`config.mk`:
```
export PLATFORM = sky130hd
export DESIGN_NAME = spi_cmd_shifter
export DESIGN_NICKNAME = d
export VERILOG_FILES = /design/src/rtl/spi_cmd_pkg.sv /design/src/rtl/spi_rst_sync.sv /design/src/rtl/spi_serial_engine.sv /design/src/rtl/spi_cmd_regs.sv /design/src/rtl/spi_cmd_shifter.sv
export SDC_FILE = /design/constraint.sdc
export NUM_CORES = 1
export LEC_CHECK = 0
export BUFFER_PORTS_ARGS = -buffer_cell sky130_fd_sc_hd__buf_2
export CAP_MARGIN = 20
export CORE_UTILIZATION = 35
export CTS_BUF_LIST = sky130_fd_sc_hd__clkbuf_4
export DETAILED_ROUTE_END_ITERATION = 12
export GPL_ROUTABILITY_DRIVEN = 0
export SYNTH_ARGS = -nofsm -noshare
export SYNTH_HDL_FRONTEND = slang
export SYNTH_HIERARCHICAL = 1
export SYNTH_SLANG_ARGS = --single-unit
```
`constraint.sdc`:
```
create_clock -name clk -period 21.4 [get_ports clk]
set_input_delay 2.14 -clock clk [delete_from_list [all_inputs] [get_ports clk]]
set_output_delay 2.14 -clock clk [all_outputs]
set_load 0.03 [all_outputs]
```
`src/rtl/spi_cmd_pkg.sv`:
```
package spi_cmd_pkg;
  localparam int FRAME_BYTES = 6;
  localparam int FRAME_BITS  = FRAME_BYTES * 8;
  localparam int BITS_W      = $clog2(FRAME_BITS + 1);

  localparam logic [7:0] CODE_PROG = 8'h04;
  localparam logic [7:0] CODE_RDSR = 8'h02;
  localparam logic [7:0] CODE_WRSR = 8'h20;

  localparam logic [7:0] FLASH_OP_RDSR = 8'h05;
  localparam logic [7:0] FLASH_OP_WRSR = 8'h01;

  typedef enum logic [1:0] {ST_IDLE, ST_LEAD, ST_SHIFT, ST_TRAIL} eng_state_e;
endpackage

```
`src/rtl/spi_rst_sync.sv`:
```
module spi_rst_sync (
  input  logic clk,
  input  logic rst_n,
  output logic rst_n_sync
);
  logic [1:0] sync_q;

  always_ff @(posedge clk or negedge rst_n) begin
    if (!rst_n) sync_q <= 2'b00;
    else        sync_q <= {sync_q[0], 1'b1};
  end

  assign rst_n_sync = sync_q[1];
endmodule

```
`src/rtl/spi_serial_engine.sv`:
```
module spi_serial_engine
  import spi_cmd_pkg::*;
#(
  parameter int DIV = 4
) (
  input  logic                  clk,
  input  logic                  rst_n,
  input  logic                  start_i,
  input  logic [FRAME_BITS-1:0] frame_i,
  input  logic [BITS_W-1:0]     nbits_i,
  output logic                  done_o,
  output logic [FRAME_BITS-1:0] rx_o,
  output logic                  sclk_o,
  output logic                  cs_n_o,
  output logic                  mosi_o,
  input  logic                  miso_i
);
  localparam int PH_W = (DIV > 2) ? $clog2(DIV) : 1;
  localparam logic [PH_W-1:0] PH_LAST = PH_W'(DIV - 1);
  localparam logic [PH_W-1:0] PH_HIGH = PH_W'(DIV / 2);
  localparam logic [PH_W-1:0] PH_PRE  = PH_W'(DIV / 2 - 1);

  eng_state_e            state_q, state_d;
  logic [PH_W-1:0]       phase_q, phase_d;
  logic [BITS_W-1:0]     bit_q, bit_d, nbits_q, nbits_d;
  logic [FRAME_BITS-1:0] tx_q, tx_d, rx_q, rx_d;
  logic                  sclk_q, sclk_d, cs_n_q, cs_n_d, done_q, done_d;

  always_comb begin
    state_d = state_q;
    phase_d = phase_q;
    bit_d   = bit_q;
    nbits_d = nbits_q;
    tx_d    = tx_q;
    rx_d    = rx_q;
    sclk_d  = sclk_q;
    cs_n_d  = cs_n_q;
    done_d  = 1'b0;
    unique case (state_q)
      ST_IDLE: begin
        if (start_i) begin
          state_d = ST_LEAD;
          phase_d = '0;
          bit_d   = '0;
          nbits_d = nbits_i;
          tx_d    = frame_i;
          rx_d    = '0;
          cs_n_d  = 1'b0;
        end
      end
      ST_LEAD: begin
        if (phase_q == PH_LAST) begin
          state_d = ST_SHIFT;
          phase_d = '0;
        end else begin
          phase_d = phase_q + 1'b1;
        end
      end
      ST_SHIFT: begin
        if (phase_q == PH_HIGH) rx_d = {rx_q[FRAME_BITS-2:0], miso_i};
        if (phase_q == PH_LAST) begin
          phase_d = '0;
          sclk_d  = 1'b0;
          tx_d    = {tx_q[FRAME_BITS-2:0], 1'b0};
          if (bit_q == nbits_q - 1'b1) state_d = ST_TRAIL;
          else                         bit_d   = bit_q + 1'b1;
        end else begin
          phase_d = phase_q + 1'b1;
          if (phase_q == PH_PRE) sclk_d = 1'b1;
        end
      end
      ST_TRAIL: begin
        if (phase_q == PH_LAST) begin
          state_d = ST_IDLE;
          phase_d = '0;
          cs_n_d  = 1'b1;
          done_d  = 1'b1;
        end else begin
          phase_d = phase_q + 1'b1;
        end
      end
      default: state_d = ST_IDLE;
    endcase
  end

  always_ff @(posedge clk or negedge rst_n) begin
    if (!rst_n) begin
      state_q <= ST_IDLE;
      phase_q <= '0;
      bit_q   <= '0;
      nbits_q <= '0;
      tx_q    <= '0;
      rx_q    <= '0;
      sclk_q  <= 1'b0;
      cs_n_q  <= 1'b1;
      done_q  <= 1'b0;
    end else begin
      state_q <= state_d;
      phase_q <= phase_d;
      bit_q   <= bit_d;
      nbits_q <= nbits_d;
      tx_q    <= tx_d;
      rx_q    <= rx_d;
      sclk_q  <= sclk_d;
      cs_n_q  <= cs_n_d;
      done_q  <= done_d;
    end
  end

  assign done_o = done_q;
  assign rx_o   = rx_q;
  assign sclk_o = sclk_q;
  assign cs_n_o = cs_n_q;
  assign mosi_o = tx_q[FRAME_BITS-1];
endmodule

```
`src/rtl/spi_cmd_regs.sv`:
```
module spi_cmd_regs
  import spi_cmd_pkg::*;
#(
  parameter int ADDR_W = 5
) (
  input  logic                  clk,
  input  logic                  rst_n,
  input  logic                  bus_wr,
  input  logic [ADDR_W-1:0]     bus_addr,
  input  logic [7:0]            bus_wdata,
  output logic [7:0]            bus_rdata,
  output logic                  eng_start,
  output logic [FRAME_BITS-1:0] eng_frame,
  output logic [BITS_W-1:0]     eng_nbits,
  input  logic                  eng_done,
  input  logic [FRAME_BITS-1:0] eng_rx,
  output logic [7:0]            cmd_bits
);
  localparam logic [ADDR_W-1:0] A_CMD  = ADDR_W'(0);
  localparam logic [ADDR_W-1:0] A_CNT  = ADDR_W'(1);
  localparam logic [ADDR_W-1:0] A_STAT = ADDR_W'(2);
  localparam int A_TX = 8;
  localparam int A_RX = 16;

  logic [7:0] tx_q [FRAME_BYTES];
  logic [7:0] tx_d [FRAME_BYTES];
  logic [7:0] rx_q [FRAME_BYTES];
  logic [7:0] rx_d [FRAME_BYTES];
  logic [7:0] cmd_q, cmd_d, cnt_q, cnt_d, stat_q, stat_d;
  logic       cnt_ok;
  logic [FRAME_BITS-1:0] tx_flat;

  assign cnt_ok = (cnt_q != 8'd0) && (cnt_q <= 8'(FRAME_BITS));

  always_comb begin
    for (int i = 0; i < FRAME_BYTES; i++) tx_flat[8*i +: 8] = tx_q[i];
  end

  always_comb begin
    cmd_d     = cmd_q;
    cnt_d     = cnt_q;
    stat_d    = stat_q;
    tx_d      = tx_q;
    rx_d      = rx_q;
    eng_start = 1'b0;
    eng_frame = tx_flat;
    eng_nbits = cnt_q[BITS_W-1:0];
    if (bus_wr && bus_addr == A_CNT) cnt_d = bus_wdata;
    for (int i = 0; i < FRAME_BYTES; i++)
      if (bus_wr && bus_addr == ADDR_W'(A_TX + i)) tx_d[i] = bus_wdata;
    if (eng_done) begin
      if (cmd_q == CODE_PROG)
        for (int i = 0; i < FRAME_BYTES; i++) rx_d[i] = eng_rx[8*i +: 8];
      if (cmd_q == CODE_RDSR) stat_d = eng_rx[7:0];
      cmd_d = 8'h00;
    end else if (bus_wr && bus_addr == A_CMD && cmd_q == 8'h00) begin
      if (bus_wdata == CODE_PROG && cnt_ok) begin
        eng_start = 1'b1;
        cmd_d     = bus_wdata;
      end else if (bus_wdata == CODE_RDSR) begin
        eng_start = 1'b1;
        eng_frame = {FLASH_OP_RDSR, {(FRAME_BITS-8){1'b0}}};
        eng_nbits = BITS_W'(16);
        cmd_d     = bus_wdata;
      end else if (bus_wdata == CODE_WRSR) begin
        eng_start = 1'b1;
        eng_frame = {FLASH_OP_WRSR, tx_q[FRAME_BYTES-1], {(FRAME_BITS-16){1'b0}}};
        eng_nbits = BITS_W'(16);
        cmd_d     = bus_wdata;
      end
    end
  end

  always_ff @(posedge clk or negedge rst_n) begin
    if (!rst_n) begin
      cmd_q  <= 8'h00;
      cnt_q  <= 8'h00;
      stat_q <= 8'h00;
      for (int i = 0; i < FRAME_BYTES; i++) begin
        tx_q[i] <= 8'h00;
        rx_q[i] <= 8'h00;
      end
    end else begin
      cmd_q  <= cmd_d;
      cnt_q  <= cnt_d;
      stat_q <= stat_d;
      tx_q   <= tx_d;
      rx_q   <= rx_d;
    end
  end

  always_comb begin
    bus_rdata = 8'h00;
    if (bus_addr == A_CMD)  bus_rdata = cmd_q;
    if (bus_addr == A_CNT)  bus_rdata = cnt_q;
    if (bus_addr == A_STAT) bus_rdata = stat_q;
    for (int i = 0; i < FRAME_BYTES; i++) begin
      if (bus_addr == ADDR_W'(A_TX + i)) bus_rdata = tx_q[i];
      if (bus_addr == ADDR_W'(A_RX + i)) bus_rdata = rx_q[i];
    end
  end

  assign cmd_bits = cmd_q;
endmodule

```
`src/rtl/spi_cmd_shifter.sv`:
```
module spi_cmd_shifter
  import spi_cmd_pkg::*;
#(
  parameter int DIV    = 4,
  parameter int ADDR_W = 5
) (
  input  logic              clk,
  input  logic              rst_n,
  input  logic              bus_wr,
  input  logic [ADDR_W-1:0] bus_addr,
  input  logic [7:0]        bus_wdata,
  output logic [7:0]        bus_rdata,
  output logic              sclk_o,
  output logic              cs_n_o,
  output logic              mosi_o,
  input  logic              miso_i
);
  logic                  rst_n_s;
  logic                  eng_start, eng_done;
  logic [FRAME_BITS-1:0] eng_frame, eng_rx;
  logic [BITS_W-1:0]     eng_nbits;
  logic [7:0]            cmd_bits;

  spi_rst_sync rst_i (.clk(clk), .rst_n(rst_n), .rst_n_sync(rst_n_s));

  spi_cmd_regs #(.ADDR_W(ADDR_W)) regs_i (
    .clk(clk), .rst_n(rst_n_s), .bus_wr(bus_wr), .bus_addr(bus_addr),
    .bus_wdata(bus_wdata), .bus_rdata(bus_rdata), .eng_start(eng_start),
    .eng_frame(eng_frame), .eng_nbits(eng_nbits), .eng_done(eng_done),
    .eng_rx(eng_rx), .cmd_bits(cmd_bits)
  );

  spi_serial_engine #(.DIV(DIV)) eng_i (
    .clk(clk), .rst_n(rst_n_s), .start_i(eng_start), .frame_i(eng_frame),
    .nbits_i(eng_nbits), .done_o(eng_done), .rx_o(eng_rx), .sclk_o(sclk_o),
    .cs_n_o(cs_n_o), .mosi_o(mosi_o), .miso_i(miso_i)
  );
endmodule

```
* Word-level counts from Yosys, hierarchy flattened *
Index checks and enable logic that the tools add are counted.

storage, ports and cells
  bits in registers = 237
  bits in latches = 0
  memory bits (writable) = 0
  memory bits (read-only) = 0
  output and inout port bits = 11
  word-level logic and storage cells = 154
  memories kept = 0

operators by class
  add/subtract/negate cells = 3
  multiply operators = 0
  divide/modulo/power cells = 0
  order comparisons = 1
  equal/unequal tests = 33
  shift-type cells = 0
  multiplexer cells = 61
  bitwise gates (word level) = 0
  reduce and logical (&&, ||, !) cells = 31

operators by type and width
  operator                                                                number
  48-bit 2-to-1 mux                                                       9
  48-bit case mux with 2 select lines                                     2
  8-bit 2-to-1 mux                                                        20
  6-bit 2-to-1 mux                                                        8
  5-bit by 4-bit equality test with 1-bit output (second input constant)  6
  5-bit equality test (second input constant)                             6
  8-bit by 2-bit equality test with 1-bit output (second input constant)  2
  8-bit by 3-bit equality test with 1-bit output (second input constant)  2
  2-bit 2-to-1 mux                                                        7
  2-bit by 1-bit != test with 1-bit output (second input constant)        6
  6-bit case mux with 2 select lines                                      1
  1-bit logical AND                                                       11
  1-bit 2-to-1 mux                                                        11
  2-bit AND reduction                                                     5
  3-bit AND reduction                                                     3
  2-bit equality test (second input constant)                             4
  8-bit by 6-bit equality test with 1-bit output (second input constant)  1
  8-bit by 6-bit <= comparator with 1-bit output (second input constant)  1
  8-bit zero test                                                         1
  2-bit case mux with 4 select lines                                      1
  2-bit nonzero test                                                      4
  8-bit nonzero test                                                      1
  6-bit by 1-bit adder with 6-bit output (second input constant)          1
  6-bit equality test                                                     1
  other kinds (14)                                                        15

* Longest topological paths before layout *
  depth after elaboration = 16
  gate-level depth with buffers = 13

* By module *
The synthesis kept the hierarchy.

modules (own cells, without submodules)
  module             instances  cells an instance  area each (sq um)  seq. area each (sq um)
  spi_cmd_regs       1          623                6734.0             3002.9
  spi_serial_engine  1          526                5146.2             2879.0
  spi_rst_sync       1          3                  53.8               50.0

* Worst setup path before layout *
OpenSTA, ideal clock, no wires.

  path kind = input to output
  from = in bus_addr[4]
  to = out bus_rdata[3]
  arrival = 4179 ps
  required time = 19260 ps
  slack = 15081 ps
  stages = 7
  cells stage by stage = clkbuf_1 > nand2b_1 > clkbuf_1 > clkbuf_1 > o21ai_0 > a211o_1 > o31ai_1

between the ends
  longest elaborated chain between the ends = 16
  elaborated cells on any way between the ends = 30
  those cells by class = 14 x eq/ne; 15 x mux; 1 x reduce/logical

ends and longest elaborated chain
  item                line                   text
  from (decl)         spi_cmd_shifter.sv:10  input logic [ADDR_W-1:0] bus_addr,
  5-bit zero test     spi_cmd_regs.sv:94     if (bus_addr == A_CMD) bus_rdata = cmd_q;
  8-bit 2-to-1 mux    spi_cmd_regs.sv:94
  8-bit 2-to-1 mux    spi_cmd_regs.sv:95     if (bus_addr == A_CNT) bus_rdata = cnt_q;
  8-bit 2-to-1 mux    spi_cmd_regs.sv:96     if (bus_addr == A_STAT) bus_rdata = stat_q;
  8-bit 2-to-1 mux    spi_cmd_regs.sv:98     if (bus_addr == ADDR_W'(A_TX + i)) bus_rdata = tx_q[i];
  8-bit 2-to-1 mux    spi_cmd_regs.sv:99     if (bus_addr == ADDR_W'(A_RX + i)) bus_rdata = rx_q[i];
  8-bit 2-to-1 mux    spi_cmd_regs.sv:98
  8-bit 2-to-1 mux    spi_cmd_regs.sv:99
  8-bit 2-to-1 mux    spi_cmd_regs.sv:98
  8-bit 2-to-1 mux    spi_cmd_regs.sv:99
  8-bit 2-to-1 mux    spi_cmd_regs.sv:98
  8-bit 2-to-1 mux    spi_cmd_regs.sv:99
  8-bit 2-to-1 mux    spi_cmd_regs.sv:98
  8-bit 2-to-1 mux    spi_cmd_regs.sv:99
  8-bit 2-to-1 mux    spi_cmd_regs.sv:98
  8-bit 2-to-1 mux *  spi_cmd_regs.sv:99
  to (decl)           spi_cmd_shifter.sv:12  output logic [7:0] bus_rdata,

Every way passes the cells marked *; elsewhere a longest branch is shown, timed or not.

* Worst setup path after layout *
  from = in bus_addr[0]
  to = out bus_rdata[5]

The elaborated chain is that of the path after synthesis.

==> results.md <==
- Status: completed
- CP most frequent cell: buf_2
- Share of the yosys chip area belonging to registers: 0.4971
- Switching part of the total power: 0.2587
- Clock buffer depth: 3
- Synth-to-Final Area Change: 11.56%
- Post-Route Setup TNS: 0 ps
- Final Hold Vio Count: 0
- DIE AREA: 34,840 um2
- Iter 0 DRT Violations: 639
- Antenna violations before repair: 1
- Total clock sinks: 237
- Hold crit path type: flop to flop
- RSZ-0062 raised after global routing: no
- Vias in the first global route: 8,933
- Critical path endpoint category: output pin
- Combinational cell fraction of total power: 0.088
- DRC: 0
- Routed wire length: 30,200 um
- Min-Delay Path Depth: 0
- CTS tree: built
- Total iterations of the first detailed-routing run: 9
- Critical path peak fanout: 39
- Die Y: 186.7 um
- Min cycle time layout: 6808 ps
- First-pass GRT wire length: 49,460 um
- Largest net degree at the start of global routing: 98
- Syn Area/Cell: 10.36 um2
- Core box area: 33,530 um2
- Crit-path cells: buf_2 > inv_1 > nor3_1 > a22oi_1 > a32oi_1 > buf_2
- # fillers: 3,335
- Clock share of power: 0.413
- Switching power of the nets: 0.0002610 W
- Vias per inst: 5.358
- Largest vdd supply drop: 43.34 uV
- Post-route ant nets: 0
- TritonCTS buffer count: 67
- Nets: 1,208
- Worst-Skew Late Latency: 670 ps
- Horiz. Die Dim: 186.7 um
- Worst slew pin tran: 963.3 ps
- Post-layout util: 0.3971
- Hold Path Sink: rst_i/sync_q[1]
- Post-CTS Setup Bufs: 0
- Reg2Reg Capture Point: eng_i/bit_q[3]
- Async set-reset flop share out of synthesis: 1.000
- Via count: 8,986
- PD cells: 75.77 nW/um2
- Clk slew on worst S/H paths: 60 ps
- Clock Skew: 48.02 ps
- Crit path max-delay family: buffers and inverters
- WP data required: 19,260 ps
- Final setup fails: 0
- Initial Utilization: 0.3559
- Worst endpoint data arrival time: 4670 ps
- Rows: 67
- Critical-path top delay cell: nor3_1
- Flop pwr share: 0.499
- Setup Crit Path Kind: primary input to output pin
- Fmax: 146.9 MHz
- Final Cell Area: 13,310 um2
- Synthesis Warnings: 6
- Synth unique cells: 71
- Pint: 0.0007478 W
- # IOs: 28
- Syn_nets: 1,178
- PortBufs: 27
- Most used DFF post-synth: dfrtp_1
- CTS H-tree lvls: 3
- Flop and latch count out of synthesis: 237
- Crit path buf inv count: 3
- Lkg Pwr: 6.532 nW
- Placed Instance Area: 12,400 um2
- Gr ovfl total: 0
- Hold Crit Start: rst_i/sync_q[0]
- CTS Hold Bufs: 0
- Worst R2R Start: regs_i/cmd_bits[0]
- Mapped Area: 11,930 um2
- GR Util All Layers: 0.1773
- Final Max Slew Viols: 0
- Period Utilization, post-route: 0.3181
- Cells on worst reg2reg path: 12
- Drt wl/cell: 18.01 um
- Hpwl dp: 20,290 um
- Root Driver: clkbuf_4
- CP peak stage delay: 840 ps
- Max cap viols: 0
- Ratio of cells with drive above 1 in the final layout: 0.2551
- Post-CTS sizing: 0
- Synthesized instance count: 1,152
- Worst slew margin: 0.3578
- EDFF count, synth: 0
- Startpoint Class: primary input
- R2r setup slk: 17,120 ps
worst register-to-register path, stage by stage, from the launching register on:
cell and delay (ps):
dfrtp_1 400, nor4_1 470, nand4_1 160, nor3b_1 420, nand2_1 180, nor2_1 360
nor2b_1 150, o21bai_1 290, a21oi_4 170, buf_4 680, o21ai_2 290, or4_1 530
nand2_1 80
power groups by stage:
| stage | clock (W) | sequential (W) | combinational [W] |
|---|---|---|---|
| after detailed placement | 0 | 0.000510 | 0.0000868 |
| after global placement | 0 | 0.000510 | 0.0000858 |
| final | 0.000416 | 0.000504 | 0.0000885 |
| after global routing | 0.000460 | 0.000505 | 0.0000967 |
| after CTS | 0.000433 | 0.000502 | 0.0000873 |
| after floorplan | 0 | 0.000497 | 0.0000660 |
cell families (layout without fill, tap and decap cells):
group | Yosys count | after routing | share of synthesized area
DFF | 237 | 237 | 0.4971
xor gates and xnor gates | 9 | 9 | 0.006606
buffers and inverters | 98 | 173 | 0.03491
other | 1 | 3 | 0.0003142
muxes | 179 | 179 | 0.1628
AOI/OAI and AO/OA | 197 | 197 | 0.1041
adders and majority gates | 9 | 9 | 0.009436
and+or+nand+nor | 422 | 422 | 0.1847
Yosys cell counts (3+ instances only):
library cell | instances | share of area
dfrtp_1 | 236 | 0.49
nand2_1 | 128 | 0.040
mux2_2 | 121 | 0.11
a21oi_1 | 83 | 0.035
nor2_1 | 83 | 0.026
nand3_1 | 59 | 0.025
mux2i_1 | 58 | 0.049
clkbuf_1 | 54 | 0.017
and2_4 | 33 | 0.024
o21ai_0 | 30 | 0.013
inv_1 | 19 | 0.0060
buf_1 | 17 | 0.0053
nor3_1 | 17 | 0.0071
and2_1 | 15 | 0.0079
nor2b_1 | 13 | 0.0068
nand2b_1 | 11 | 0.0058
o22ai_1 | 11 | 0.0058
nor4_1 | 10 | 0.0052
o31ai_1 | 10 | 0.0063
ha_1 | 9 | 0.0094
a211oi_1 | 7 | 0.0044
and3_1 | 7 | 0.0037
xnor2_1 | 7 | 0.0051
a22oi_1 | 6 | 0.0038
nand3b_1 | 6 | 0.0038
or3_1 | 6 | 0.0031
nor3b_1 | 5 | 0.0031
a22o_1 | 4 | 0.0029
a32oi_1 | 4 | 0.0029
nand4_1 | 4 | 0.0021
o211ai_1 | 4 | 0.0025
o32ai_1 | 4 | 0.0029
a211o_1 | 3 | 0.0022
a21o_1 | 3 | 0.0019
a221oi_1 | 3 | 0.0022
a2bb2oi_1 | 3 | 0.0022
and2_2 | 3 | 0.0019
buf_2 | 3 | 0.0013
buf_6 | 3 | 0.0028
nand4b_1 | 3 | 0.0022
o221ai_1 | 3 | 0.0022
o31a_1 | 3 | 0.0022
or3b_1 | 3 | 0.0022
through the flow:
stage	hold WS, ps	power, W	cells	worst slack, ps
6_report	350.3	0.001009	1677	14590
5_1_grt	372.0	0.001062	1677	14530
4_1_cts	352.1	0.001023	1672	14570
3_5_place_dp	337.3	0.0005973	1558	14570
3_3_place_gp	337.1	0.0005962	1558	14660
2_1_floorplan	331.2	0.0005633	1152	14310
flip-flops by register name (all words and copies together) (netlist names):
name	cells
eng_i/tx_q	48
eng_i/bit_q	6
eng_i/done_o	1
eng_i/sclk_o	1
eng_i/state_q	2
eng_i/cs_n_o	1
rst_i/sync_q	2
eng_i/rx_o	48
regs_i/cnt_q	8
eng_i/phase_q	2
regs_i/tx_flat	48
regs_i/stat_q	8
regs_i/rx_q	48
regs_i/cmd_bits	8
eng_i/nbits_q	6
cell usage in the layout (no fill, tap or decap), types with 30 or more instances in the layout:
| master | count |
|---|---|
| nand2_1 | 128 |
| mux2_2 | 121 |
| a21oi_1 | 82 |
| clkbuf_4 | 97 |
| o21ai_0 | 30 |
| mux2i_1 | 58 |
| nor2_1 | 83 |
| and2_4 | 33 |
| nand3_1 | 59 |
| dfrtp_1 | 235 |
how the worst max path moves through the flow:
stage | startpoint | end | cells after the start
floorplan | rst_i/sync_q[1] | eng_i/bit_q[0] | 0
global placement | bus_addr[4] | bus_rdata[2] | 7
detailed placement | bus_addr[4] | bus_rdata[2] | 7
CTS | bus_addr[4] | bus_rdata[2] | 7
global route | bus_addr[4] | bus_rdata[2] | 7
finish | bus_addr[0] | bus_rdata[5] | 6
area by class of cell:
type,instances,area [um2],share of cell area
timing repair buffer,40,272.8,0.02049
antenna,2,5.005,0.0003759
clock buffer,97,728.2,0.05469
clock inverter,17,117.6,0.008834
sequential,237,5936,0.4458
multi-input combinational,817,5623,0.4223
tap,448,560.5,0.04210
inverter,19,71.32,0.005357
per-layer routing:
layer,GRT usage,up-vias,wire length (um)
met5,0,-,0
met4,0.07093,0,852
met3,0.04175,74,1893
met2,0.2665,302,13480
met1,0.2456,4410,13980
li1,-,4200,-
(Power assumes the default switching activity.)
